[src/rtl/dcr_pkg.sv]
package dcr_pkg;
    localparam int DATA_W = 32;
    localparam int STAT_W = DATA_W / 2;
    localparam int DEV_W  = 8;
    localparam int NUM_SEL = 3;

    localparam int OFF_CTL  = 'h00;
    localparam int OFF_STAT = 'h04;
    localparam int OFF_PTR  = 'h0C;
    localparam int OFF_SEL0 = 'h10;
    localparam int SEL_STRIDE = 4;

    localparam int IDX_INT  = 0;
    localparam int IDX_BR   = 1;
    localparam int IDX_WAIT = 2;

    typedef enum logic [1:0] {
        MODE_NEVER    = 2'b00,
        MODE_IF_TRUE  = 2'b01,
        MODE_IF_FALSE = 2'b10,
        MODE_ALWAYS   = 2'b11
    } dec_mode_e;
endpackage

[src/rtl/dcr_status.sv]
module dcr_status
    import dcr_pkg::*;
(
    input  logic              clk,
    input  logic              rst,
    input  logic              ctl_we,
    input  logic [STAT_W-1:0] ctl_en,
    input  logic [STAT_W-1:0] ctl_val,
    input  logic              dev_we,
    input  logic [DEV_W-1:0]  dev_val,
    output logic [STAT_W-1:0] stat
);
    typedef struct packed {
        logic [STAT_W-1:0] word;
    } stat_t;

    stat_t st_d, st_q;

    always_comb begin
        st_d = st_q;
        if (dev_we) begin
            st_d.word[DEV_W-1:0] = dev_val;
        end
        if (ctl_we) begin
            st_d.word = (st_d.word & ~ctl_en) | (ctl_val & ctl_en);
        end
    end

    always_ff @(posedge clk) begin
        if (rst) begin
            st_q <= '0;
        end else begin
            st_q <= st_d;
        end
    end

    assign stat = st_q.word;

    // enabled bits follow the control value
    a_r2_enabled_bits: assert property (@(posedge clk) disable iff (rst)
        ctl_we |=> (((stat ^ $past(ctl_val)) & $past(ctl_en)) == '0));

    // disabled bits hold when the device is idle
    a_r2_disabled_hold: assert property (@(posedge clk) disable iff (rst)
        (ctl_we && !dev_we) |=> (((stat ^ $past(stat)) & ~$past(ctl_en)) == '0));

    // a device load never touches the upper byte
    a_r8_upper_kept: assert property (@(posedge clk) disable iff (rst)
        (dev_we && !ctl_we) |=> (stat[STAT_W-1:DEV_W] == $past(stat[STAT_W-1:DEV_W])));

    // a device load lands in the low byte
    a_r8_low_loaded: assert property (@(posedge clk) disable iff (rst)
        (dev_we && !ctl_we) |=> (stat[DEV_W-1:0] == $past(dev_val)));
endmodule

[src/rtl/dcr_select.sv]
module dcr_select
    import dcr_pkg::*;
(
    input  logic             clk,
    input  logic             rst,
    input  logic             we,
    input  logic [DEV_W-1:0] wmask,
    input  logic [DEV_W-1:0] wval,
    input  logic [DEV_W-1:0] dev_bits,
    output logic [DEV_W-1:0] sel_mask,
    output logic [DEV_W-1:0] sel_val,
    output logic             cond
);
    typedef struct packed {
        logic [DEV_W-1:0] mask;
        logic [DEV_W-1:0] val;
    } sel_t;

    sel_t sl_d, sl_q;

    always_comb begin
        sl_d = sl_q;
        if (we) begin
            sl_d.mask = wmask;
            sl_d.val  = wval;
        end
    end

    always_ff @(posedge clk) begin
        if (rst) begin
            sl_q <= '0;
        end else begin
            sl_q <= sl_d;
        end
    end

    assign sel_mask = sl_q.mask;
    assign sel_val  = sl_q.val;
    assign cond     = ((sl_q.mask & dev_bits) == sl_q.val);

    // a write captures both lanes
    a_r6_capture: assert property (@(posedge clk) disable iff (rst)
        we |=> (sel_mask == $past(wmask) && sel_val == $past(wval)));

    // value bits outside the mask can never match
    a_r7_unreachable: assert property (@(posedge clk) disable iff (rst)
        ((sel_val & ~sel_mask) != '0) |-> !cond);

    // a zero mask with a zero value always matches
    a_r7_trivial: assert property (@(posedge clk) disable iff (rst)
        (sel_mask == '0 && sel_val == '0) |-> cond);
endmodule

[src/rtl/dcr_resolve.sv]
module dcr_resolve
    import dcr_pkg::*;
(
    input  logic [1:0] mode,
    input  logic       cond,
    output logic       take
);
    dec_mode_e m;

    always_comb begin
        m = dec_mode_e'(mode);
        unique case (m)
            MODE_NEVER:    take = 1'b0;
            MODE_IF_TRUE:  take = cond;
            MODE_IF_FALSE: take = !cond;
            MODE_ALWAYS:   take = 1'b1;
            default:       take = 1'b0;
        endcase
    end
endmodule

[src/rtl/dma_cond_regs.sv]
module dma_cond_regs
    import dcr_pkg::*;
#(
    parameter int ADDR_W    = 8,
    parameter int PTR_ALIGN = 4
) (
    input  logic              clk,
    input  logic              rst,
    input  logic [ADDR_W-1:0] reg_addr,
    input  logic              reg_wr,
    input  logic [DATA_W-1:0] reg_wdata,
    output logic [DATA_W-1:0] reg_rdata,
    input  logic              dev_stat_vld,
    input  logic [DEV_W-1:0]  dev_stat,
    input  logic [1:0]        desc_int_mode,
    input  logic [1:0]        desc_br_mode,
    input  logic [1:0]        desc_wait_mode,
    output logic              cond_int,
    output logic              cond_br,
    output logic              cond_wait,
    output logic              take_interrupt,
    output logic              take_branch,
    output logic              do_wait
);
    localparam int MASK_LSB = DATA_W / 2;

    typedef struct packed {
        logic [DATA_W-1:0] ptr;
    } ptr_t;

    logic              hit_ctl, hit_stat, hit_ptr;
    logic [STAT_W-1:0] stat;
    logic [DEV_W-1:0]  sel_mask [NUM_SEL];
    logic [DEV_W-1:0]  sel_val  [NUM_SEL];
    logic [NUM_SEL-1:0] cond;
    logic [NUM_SEL-1:0] hit_sel;
    logic [1:0]        modes [NUM_SEL];
    logic [NUM_SEL-1:0] take;
    ptr_t              pt_d, pt_q;

    assign hit_ctl  = (reg_addr == ADDR_W'(OFF_CTL));
    assign hit_stat = (reg_addr == ADDR_W'(OFF_STAT));
    assign hit_ptr  = (reg_addr == ADDR_W'(OFF_PTR));

    dcr_status u_status (
        .clk     (clk),
        .rst     (rst),
        .ctl_we  (reg_wr && hit_ctl),
        .ctl_en  (reg_wdata[DATA_W-1:MASK_LSB]),
        .ctl_val (reg_wdata[STAT_W-1:0]),
        .dev_we  (dev_stat_vld),
        .dev_val (dev_stat),
        .stat    (stat)
    );

    assign modes[IDX_INT]  = desc_int_mode;
    assign modes[IDX_BR]   = desc_br_mode;
    assign modes[IDX_WAIT] = desc_wait_mode;

    for (genvar i = 0; i < NUM_SEL; i++) begin : g_sel
        assign hit_sel[i] = (reg_addr == ADDR_W'(OFF_SEL0 + SEL_STRIDE * i));

        dcr_select u_sel (
            .clk      (clk),
            .rst      (rst),
            .we       (reg_wr && hit_sel[i]),
            .wmask    (reg_wdata[MASK_LSB +: DEV_W]),
            .wval     (reg_wdata[DEV_W-1:0]),
            .dev_bits (stat[DEV_W-1:0]),
            .sel_mask (sel_mask[i]),
            .sel_val  (sel_val[i]),
            .cond     (cond[i])
        );

        dcr_resolve u_res (
            .mode (modes[i]),
            .cond (cond[i]),
            .take (take[i])
        );
    end

    always_comb begin
        pt_d = pt_q;
        if (reg_wr && hit_ptr) begin
            pt_d.ptr = {reg_wdata[DATA_W-1:PTR_ALIGN], {PTR_ALIGN{1'b0}}};
        end
    end

    always_ff @(posedge clk) begin
        if (rst) begin
            pt_q <= '0;
        end else begin
            pt_q <= pt_d;
        end
    end

    always_comb begin
        reg_rdata = '0;
        if (hit_ctl || hit_stat) begin
            reg_rdata[STAT_W-1:0] = stat;
        end
        if (hit_ptr) begin
            reg_rdata = pt_q.ptr;
        end
        for (int i = 0; i < NUM_SEL; i++) begin
            if (hit_sel[i]) begin
                reg_rdata[MASK_LSB +: DEV_W] = sel_mask[i];
                reg_rdata[DEV_W-1:0]         = sel_val[i];
            end
        end
    end

    assign cond_int       = cond[IDX_INT];
    assign cond_br        = cond[IDX_BR];
    assign cond_wait      = cond[IDX_WAIT];
    assign take_interrupt = take[IDX_INT];
    assign take_branch    = take[IDX_BR];
    assign do_wait        = take[IDX_WAIT];

    // a write to the status offset leaves status untouched
    a_r4_stat_ro: assert property (@(posedge clk) disable iff (rst)
        (reg_wr && hit_stat && !dev_stat_vld) |=> $stable(stat));

    // pointer stays aligned
    a_r5_align: assert property (@(posedge clk) disable iff (rst)
        pt_q.ptr[PTR_ALIGN-1:0] == '0);

    // upper half of a status read is zero
    a_r3_upper_zero: assert property (@(posedge clk) disable iff (rst)
        (hit_ctl || hit_stat) |-> (reg_rdata[DATA_W-1:STAT_W] == '0));

    // never/always field values
    a_r10_never: assert property (@(posedge clk) disable iff (rst)
        (desc_br_mode == 2'b00) |-> !take_branch);
    a_r10_always: assert property (@(posedge clk) disable iff (rst)
        (desc_wait_mode == 2'b11) |-> do_wait);
    a_r10_excl: assert property (@(posedge clk) disable iff (rst)
        (desc_int_mode == 2'b01) |-> (take_interrupt == cond_int));
endmodule

[config.mk]
export PLATFORM = sky130hd
export DESIGN_NAME = dma_cond_regs
export DESIGN_NICKNAME = d
export VERILOG_FILES = /design/src/rtl/dcr_pkg.sv /design/src/rtl/dcr_status.sv /design/src/rtl/dcr_select.sv /design/src/rtl/dcr_resolve.sv /design/src/rtl/dma_cond_regs.sv
export SDC_FILE = /design/constraint.sdc
export NUM_CORES = 1
export LEC_CHECK = 0
export BUFFER_PORTS_ARGS = -buffer_cell sky130_fd_sc_hd__buf_2
export CAP_MARGIN = 5
export CORE_ASPECT_RATIO = 1.5
export CORE_MARGIN = 2
export CORE_UTILIZATION = 45
export CTS_CLUSTER_DIAMETER = 100
export DETAILED_ROUTE_END_ITERATION = 8
export PLACE_DENSITY = 0.68
export SLEW_MARGIN = 10
export SYNTH_ARGS = -nofsm -noshare
export SYNTH_HDL_FRONTEND = slang
export SYNTH_HIERARCHICAL = 1
export SYNTH_SLANG_ARGS = --single-unit
[constraint.sdc]
create_clock -name clk -period 4.51 [get_ports clk]
set_input_delay 0 -clock clk [delete_from_list [all_inputs] [get_ports clk]]
set_output_delay 0 -clock clk [all_outputs]
set_load 0.05 [all_outputs]
==> results of run 1 <==
-- cell type report --
| type | instances | area [um^2] | area share |
|---|---|---|---|
| repair buffers | 152 | 1031 | 0.1599 |
| clock inverters | 3 | 46.29 | 0.007182 |
| multi-input cells | 419 | 3070 | 0.4763 |
| inverters | 5 | 18.77 | 0.002911 |
| clock buffers | 13 | 250.2 | 0.03882 |
| flip-flops and latches | 92 | 1842 | 0.2857 |
| well taps | 150 | 187.7 | 0.02911 |
-- registers in the layout (all words and copies together), names as in the netlist, named ones only --
| signal | count |
|---|---|
| g_sel.u_sel/sel_mask | 24 |
| u_status/stat | 8 |
| g_sel.u_sel/sel_val | 24 |
| pt_q | 28 |
-- power breakdown --
part / total, W / switching (W) / internal (W)
clock network: 0.000750 / 0.000304 / 0.000446
registers: 0.000828 / 0.0000101 / 0.000818
logic: 0.000165 / 0.0000925 / 0.0000725
-- what timing repair did --
item                                   CTS  global route
endpoints found under the hold margin   61             0
resized for setup                        0             0
hold buffers                            46             0
-- cells in the mapped netlist, drive strengths merged (2+ instances only) --
cell	count	area (um^2)
o22a	3	26.28
nand2	13	48.80
mux2i	90	900.9
a32oi	2	17.52
o22ai	4	25.02
a22oi	16	120.1
mux2	12	146.4
a21oi	30	150.1
a21o	6	45.04
and3b	15	131.4
nand2b	61	381.6
nor2b	4	25.02
o21ai	3	15.01
nor4b	2	17.52
dfxtp	92	1842
a21bo	8	80.08
nor3	5	25.02
nand3	15	75.07
buf	29	252.7
nor2	59	221.5
a211o	2	17.52
a211oi	24	240.2
inv	5	18.77
a31oi	3	18.77
clkbuf	17	65.06
and3	23	143.9
a21boi	6	45.04
and4b	3	30.03
o221ai	3	26.28
-- cells by family (layout without fill, tap and decap cells) --
kind of cell           count (synthesis)  count (layout)
multiplexers                         102             102
buffers and inverters                 51             173
flip-flops                            92              92
AO/OA/AOI/OAI                        113             113
AND/OR/NAND/NOR                      204             204
-- worst max-delay path: stages --
cell and delay (ns):
buf_2 0.10, or2_2 0.35, nand2b_1 0.19, buf_4 0.26
nor4b_2 0.29, buf_4 0.34, nand3_1 0.13, dlygate4sd3_1 0.60
a21oi_1 0.17, dlygate4sd3_1 0.61
-- stage by stage --
stage	hold WS, ns	power (W)
floorplan	0.1459	0.0009322
detailed placement	0.2708	0.0009886
global route	0.01194	0.001799
finish	0.006822	0.001743
global placement	0.2647	0.0009867
CTS	0.005915	0.001761
-- metal layers --
layer | global-route usage | up-vias | share of wire
met4 | 0.1070 | 2 | 0.032
li1 | - | 2246 | -
met2 | 0.4011 | 168 | 0.51
met1 | 0.2828 | 2190 | 0.41
met3 | 0.04435 | 29 | 0.055
met5 | 0 | - | 0.00082
-- worst paths after layout --
kind | start | to | slack, ns | cells past startpoint
hold reg to reg | pt_q[30] | pt_q[30] | 0.47 | 2
setup reg to reg | flip-flop | flip-flop | 3.11 | 3
setup / recovery | reg_addr[1] | flip-flop | 1.74 | 10
hold / removal | reg_wdata[6] | g_sel[1].u_sel/sel_val[6] | 0.007 | 3
==> flow_summary.json, run 1 <==
{
  "mostFrequentLayoutCells": "95 x buf_2, 92 x dfxtp_1, 90 x mux2i_1, 61 x nand2b_1, 59 x nor2_1",
  "syn_avg_cell_area_um2": 9.299,
  "synth_compound_area_frac": 0.1635,
  "post_cts_buffers": 0,
  "synth_xor_area_frac": 0,
  "rsz0062_at_grt": "false",
  "final_hold_viol_count": 0,
  "grt-ovfl-total": 0,
  "vias": 4635,
  "grt_pass1_vias": 4562,
  "row_count": 48,
  "clk_latency_ns": 0.33,
  "grt_start_max_net_pins": 121,
  "min_period_over_period": 0.6144,
  "worstMarginPinSlew_ns": 1.047,
  "antennaDiodeCount": 0,
  "dpl_worst_slack_ns": 1.984,
  "slew_headroom": 0.3023,
  "synth_top_family_by_area": "simple AND/OR/NAND/NOR gates",
  "synth-edff-count": 0,
  "drtIter0Drc": 349,
  "skew_ns": 0,
  "synth-async-reset-ratio": 0,
  "ys_seq_area_frac": 0.3524,
  "drv_slew": 0,
  "synth.area.mux_share": 0.2004,
  "fin_cells": 834,
  "irDropWorstVdd_v": 0.0002157,
  "setup_viol_count_final": 0,
  "ys_ff_latch": 92,
  "cp_max_fo": 23,
  "syn-cell-area_mm2": 0.005226,
  "final_common_cell": "buf_2",
  "dr.pass1.iters": 5,
  "ant_nets": 0,
  "htreeDepth": 3,
  "final.setup.tns_ns": 0,
  "nets": 737,
  "syn-num-nets": 620,
  "routed_wl_um": 14710,
  "nFillCells": 1050,
  "core_area_mm2": 0.01141,
  "viasPerCell": 5.558,
  "start_kind": "input port",
  "routedWlPerCell_um": 17.63,
  "end_kind": "flip-flop",
  "drive_gt1_frac": 0.2295,
  "final_util": 0.5649,
  "grt_antenna_before_repair": 1,
  "synth.distinct_cells": 44,
  "area_growth_pct": 23.34,
  "synth_simple_gate_area_share": 0.2193,
  "tritoncts": "done",
  "drc_errors": 0,
  "synth_ff_type": "dfxtp_1",
  "drv_cap": 0,
  "dpl-instance-area_mm2": 0.005689,
  "die-area_mm2": 0.01251,
  "pwr_density_cell_mw_per_mm2": 270.3,
  "port_buffers": 95,
  "clk_path_buf_depth": 2,
  "cts-root-buf": "clkbuf_16",
  "grt_pass1_wl_um": 23130,
  "dp_hpwl_um": 9967,
  "cts_inserted_buffers": 9,
  "max_freq_ghz": 0.3609,
  "dp_cells": 772,
  "finalCriticalPeriod_ns": 2.771,
  "place_congestion": 0.8778,
  "ios": 96,
  "clk_pin_slew_ns": 0.06,
  "stdcell_area_mm2": 0.006446,
  "min_path_type": "in2reg",
  "cts_num_sinks": 92,
  "leakagePower_nw": 2.548,
  "crit_required_ns": 4.78,
  "netlist_instances": 562,
  "die_h_um": 136.0,
  "die_x_um": 91.99,
  "crit_type": "in2reg",
  "fin_ws_ns": 1.739,
  "start_util": 0.4580,
  "yosys.area_share.adder": 0,
  "yosys_warnings": 6,
  "outcome": "complete, no violations",
  "grt.total_usage": 0.2338,
  "worstPathArrival_ns": 3.04
}
Power figures use the tool's default switching activity.
==> run 2: changes to the inputs <==
--- a/config.mk
+++ b/config.mk
@@ -12,7 +12,7 @@
 export CORE_UTILIZATION = 45
 export CTS_CLUSTER_DIAMETER = 100
 export DETAILED_ROUTE_END_ITERATION = 8
-export PLACE_DENSITY = 0.68
+export PLACE_DENSITY = 0.7
 export SLEW_MARGIN = 10
 export SYNTH_ARGS = -nofsm -noshare
 export SYNTH_HDL_FRONTEND = slang
==> constraint.sdc (replaced) <==
create_clock -name clk -period 2.45 [get_ports clk]
set_input_delay 0 -clock clk [delete_from_list [all_inputs] [get_ports clk]]
set_output_delay 0 -clock clk [all_outputs]
set_load 0.05 [all_outputs]
==> flow_summary.json, run 2 (synthesis results as in run 1) <==
{
  "tritoncts": "done",
  "die-area_mm2": 0.01251,
  "power.share.switching": 0.2289,
  "cts_num_sinks": 92,
  "grt_pass1_vias": 4675,
  "largest_reg_flops": 28,
  "dp_hpwl_um": 10390,
  "cts_hold_buf": 39,
  "routed_wl_um": 14920,
  "crit_type": "reg2out",
  "pwr-share-comb": 0.098,
  "viasPerCell": 5.600,
  "min_path_cells": 3,
  "clk_pin_slew_ns": 0.06,
  "worstPathArrival_ns": 2.18,
  "core_area_mm2": 0.01141,
  "final_hold_viol_count": 0,
  "clk_latency_ns": 0.34,
  "slew_headroom": 0.5810,
  "dpl_worst_slack_ns": 0.5754,
  "drv_slew": 0,
  "nets": 742,
  "cts_repair_resize_count": 0,
  "power_frac_clock": 0.436,
  "ios": 96,
  "rsz0062_at_grt": "false",
  "critical_path_buf_inv_count": 1,
  "multiInputGateArea_mm2": 0.003070,
  "drv_cap": 0,
  "post_cts_buffers": 0,
  "fin_ws_ns": 0.2747,
  "area_growth_pct": 24.06,
  "finalCriticalPeriod_ns": 2.175,
  "port_buffers": 95,
  "crit_chain": "a21boi_0, a211oi_2, and4b_1, mux2_4, buf_2",
  "p_seq_frac": 0.466,
  "power.total_w": 0.003270,
  "pwr_density_cell_mw_per_mm2": 504.4,
  "grt_antenna_before_repair": 0,
  "stdcell_area_mm2": 0.006484,
  "outcome": "complete, no violations",
  "grt-ovfl-total": 0,
  "die_x_um": 91.99,
  "dpl-instance-area_mm2": 0.005779,
  "antennaDiodeCount": 0,
  "worst_path_dominant_cell_family": "flip-flops",
  "cp_max_fo": 9,
  "irDropWorstVdd_v": 0.0003597,
  "leakagePower_nw": 2.576,
  "row_count": 48,
  "min_period_over_period": 0.8879,
  "cts_inserted_buffers": 9,
  "grt_start_max_net_pins": 121,
  "grt.total_usage": 0.2381,
  "htreeDepth": 3,
  "drc_errors": 0,
  "grt_pass1_wl_um": 23430,
  "cp_slowest_cell": "dfxtp_1",
  "place_congestion": 0.8417,
  "skew_ns": 0,
  "seqCellArea_mm2": 0.001842,
  "ff2ff_path_depth": 2,
  "regMostFlops": "pt_q",
  "dr.pass1.iters": 6,
  "p_sw_w": 0.0007487,
  "cp_num_cells": 5,
  "die_h_um": 136.0,
  "drive_gt1_frac": 0.2482,
  "intPower_w": 0.002522,
  "max_stage_delay_ns": 0.52,
  "ant_nets": 0,
  "worstMarginPinSlew_ns": 0.6272,
  "crit_required_ns": 2.45,
  "final_common_cell": "buf_2",
  "final_util": 0.5682,
  "max_freq_ghz": 0.4597,
  "end_kind": "output port",
  "clk_path_buf_depth": 2,
  "start_util": 0.4580,
  "min_path_type": "in2reg",
  "nFillCells": 1016,
  "start_kind": "flip-flop",
  "r2r_slack_ns": 1.45,
  "cts-root-buf": "clkbuf_16",
  "mostFrequentLayoutCells": "95 x buf_2, 92 x dfxtp_1, 90 x mux2i_1, 61 x nand2b_1, 59 x nor2_1",
  "drtIter0Drc": 291,
  "vias": 4698,
  "final.setup.tns_ns": 0,
  "routedWlPerCell_um": 17.79,
  "setup_viol_count_final": 0
}
==> run 2: power by group through the flow <==
stage | Combinational, W | Sequential (W) | Clock [W]
finish | 0.000320 | 0.00152 | 0.00143
global route | 0.000342 | 0.00153 | 0.00151
CTS | 0.000317 | 0.00152 | 0.00145
detailed placement | 0.000278 | 0.00156 | 0
global placement | 0.000273 | 0.00156 | 0
floorplan | 0.000166 | 0.00155 | 0
==> run 2: tightest hold or removal path, cell delays in order <==
cell	delay (ns)
buf_2	0.15
nand2b_1	0.08
mux2i_1	0.07
==> run 2: per-stage QoR <==
step | instances | hold WS (ns)
floorplan | 562 | 0.1459
global placement | 784 | 0.2632
detailed placement | 784 | 0.2760
CTS | 839 | 0.005160
global route | 839 | 0.02470
finish | 839 | 0.01337
==> run 2: layer usage <==
metal,vias up,wire length [um],track usage
li1,2251,-,-
met1,2242,5980,0.2706
met2,176,7872,0.4367
met3,29,746,0.04047
met4,0,325,0.1003
met5,-,0,0
==> run 2: cell type report <==
| class | instances | area share |
|---|---|---|
| Sequential cell | 92 | 0.2841 |
| Clock buffer | 13 | 0.04168 |
| Multi-Input combinational cell | 419 | 0.4736 |
| Clock inverter | 3 | 0.006754 |
| Inverter | 5 | 0.002895 |
| Timing Repair Buffer | 157 | 0.1621 |
| Tap cell | 150 | 0.02895 |
==> run 2: final timing paths <==
kind,startpoint,to
worst max register to register,u_status/stat[4],u_status/stat[4]
worst min-delay path,reg_wdata[4],pt_q[4]
worst max-delay path,u_status/stat[6],take_branch
worst min register to register,pt_q[30],pt_q[30]
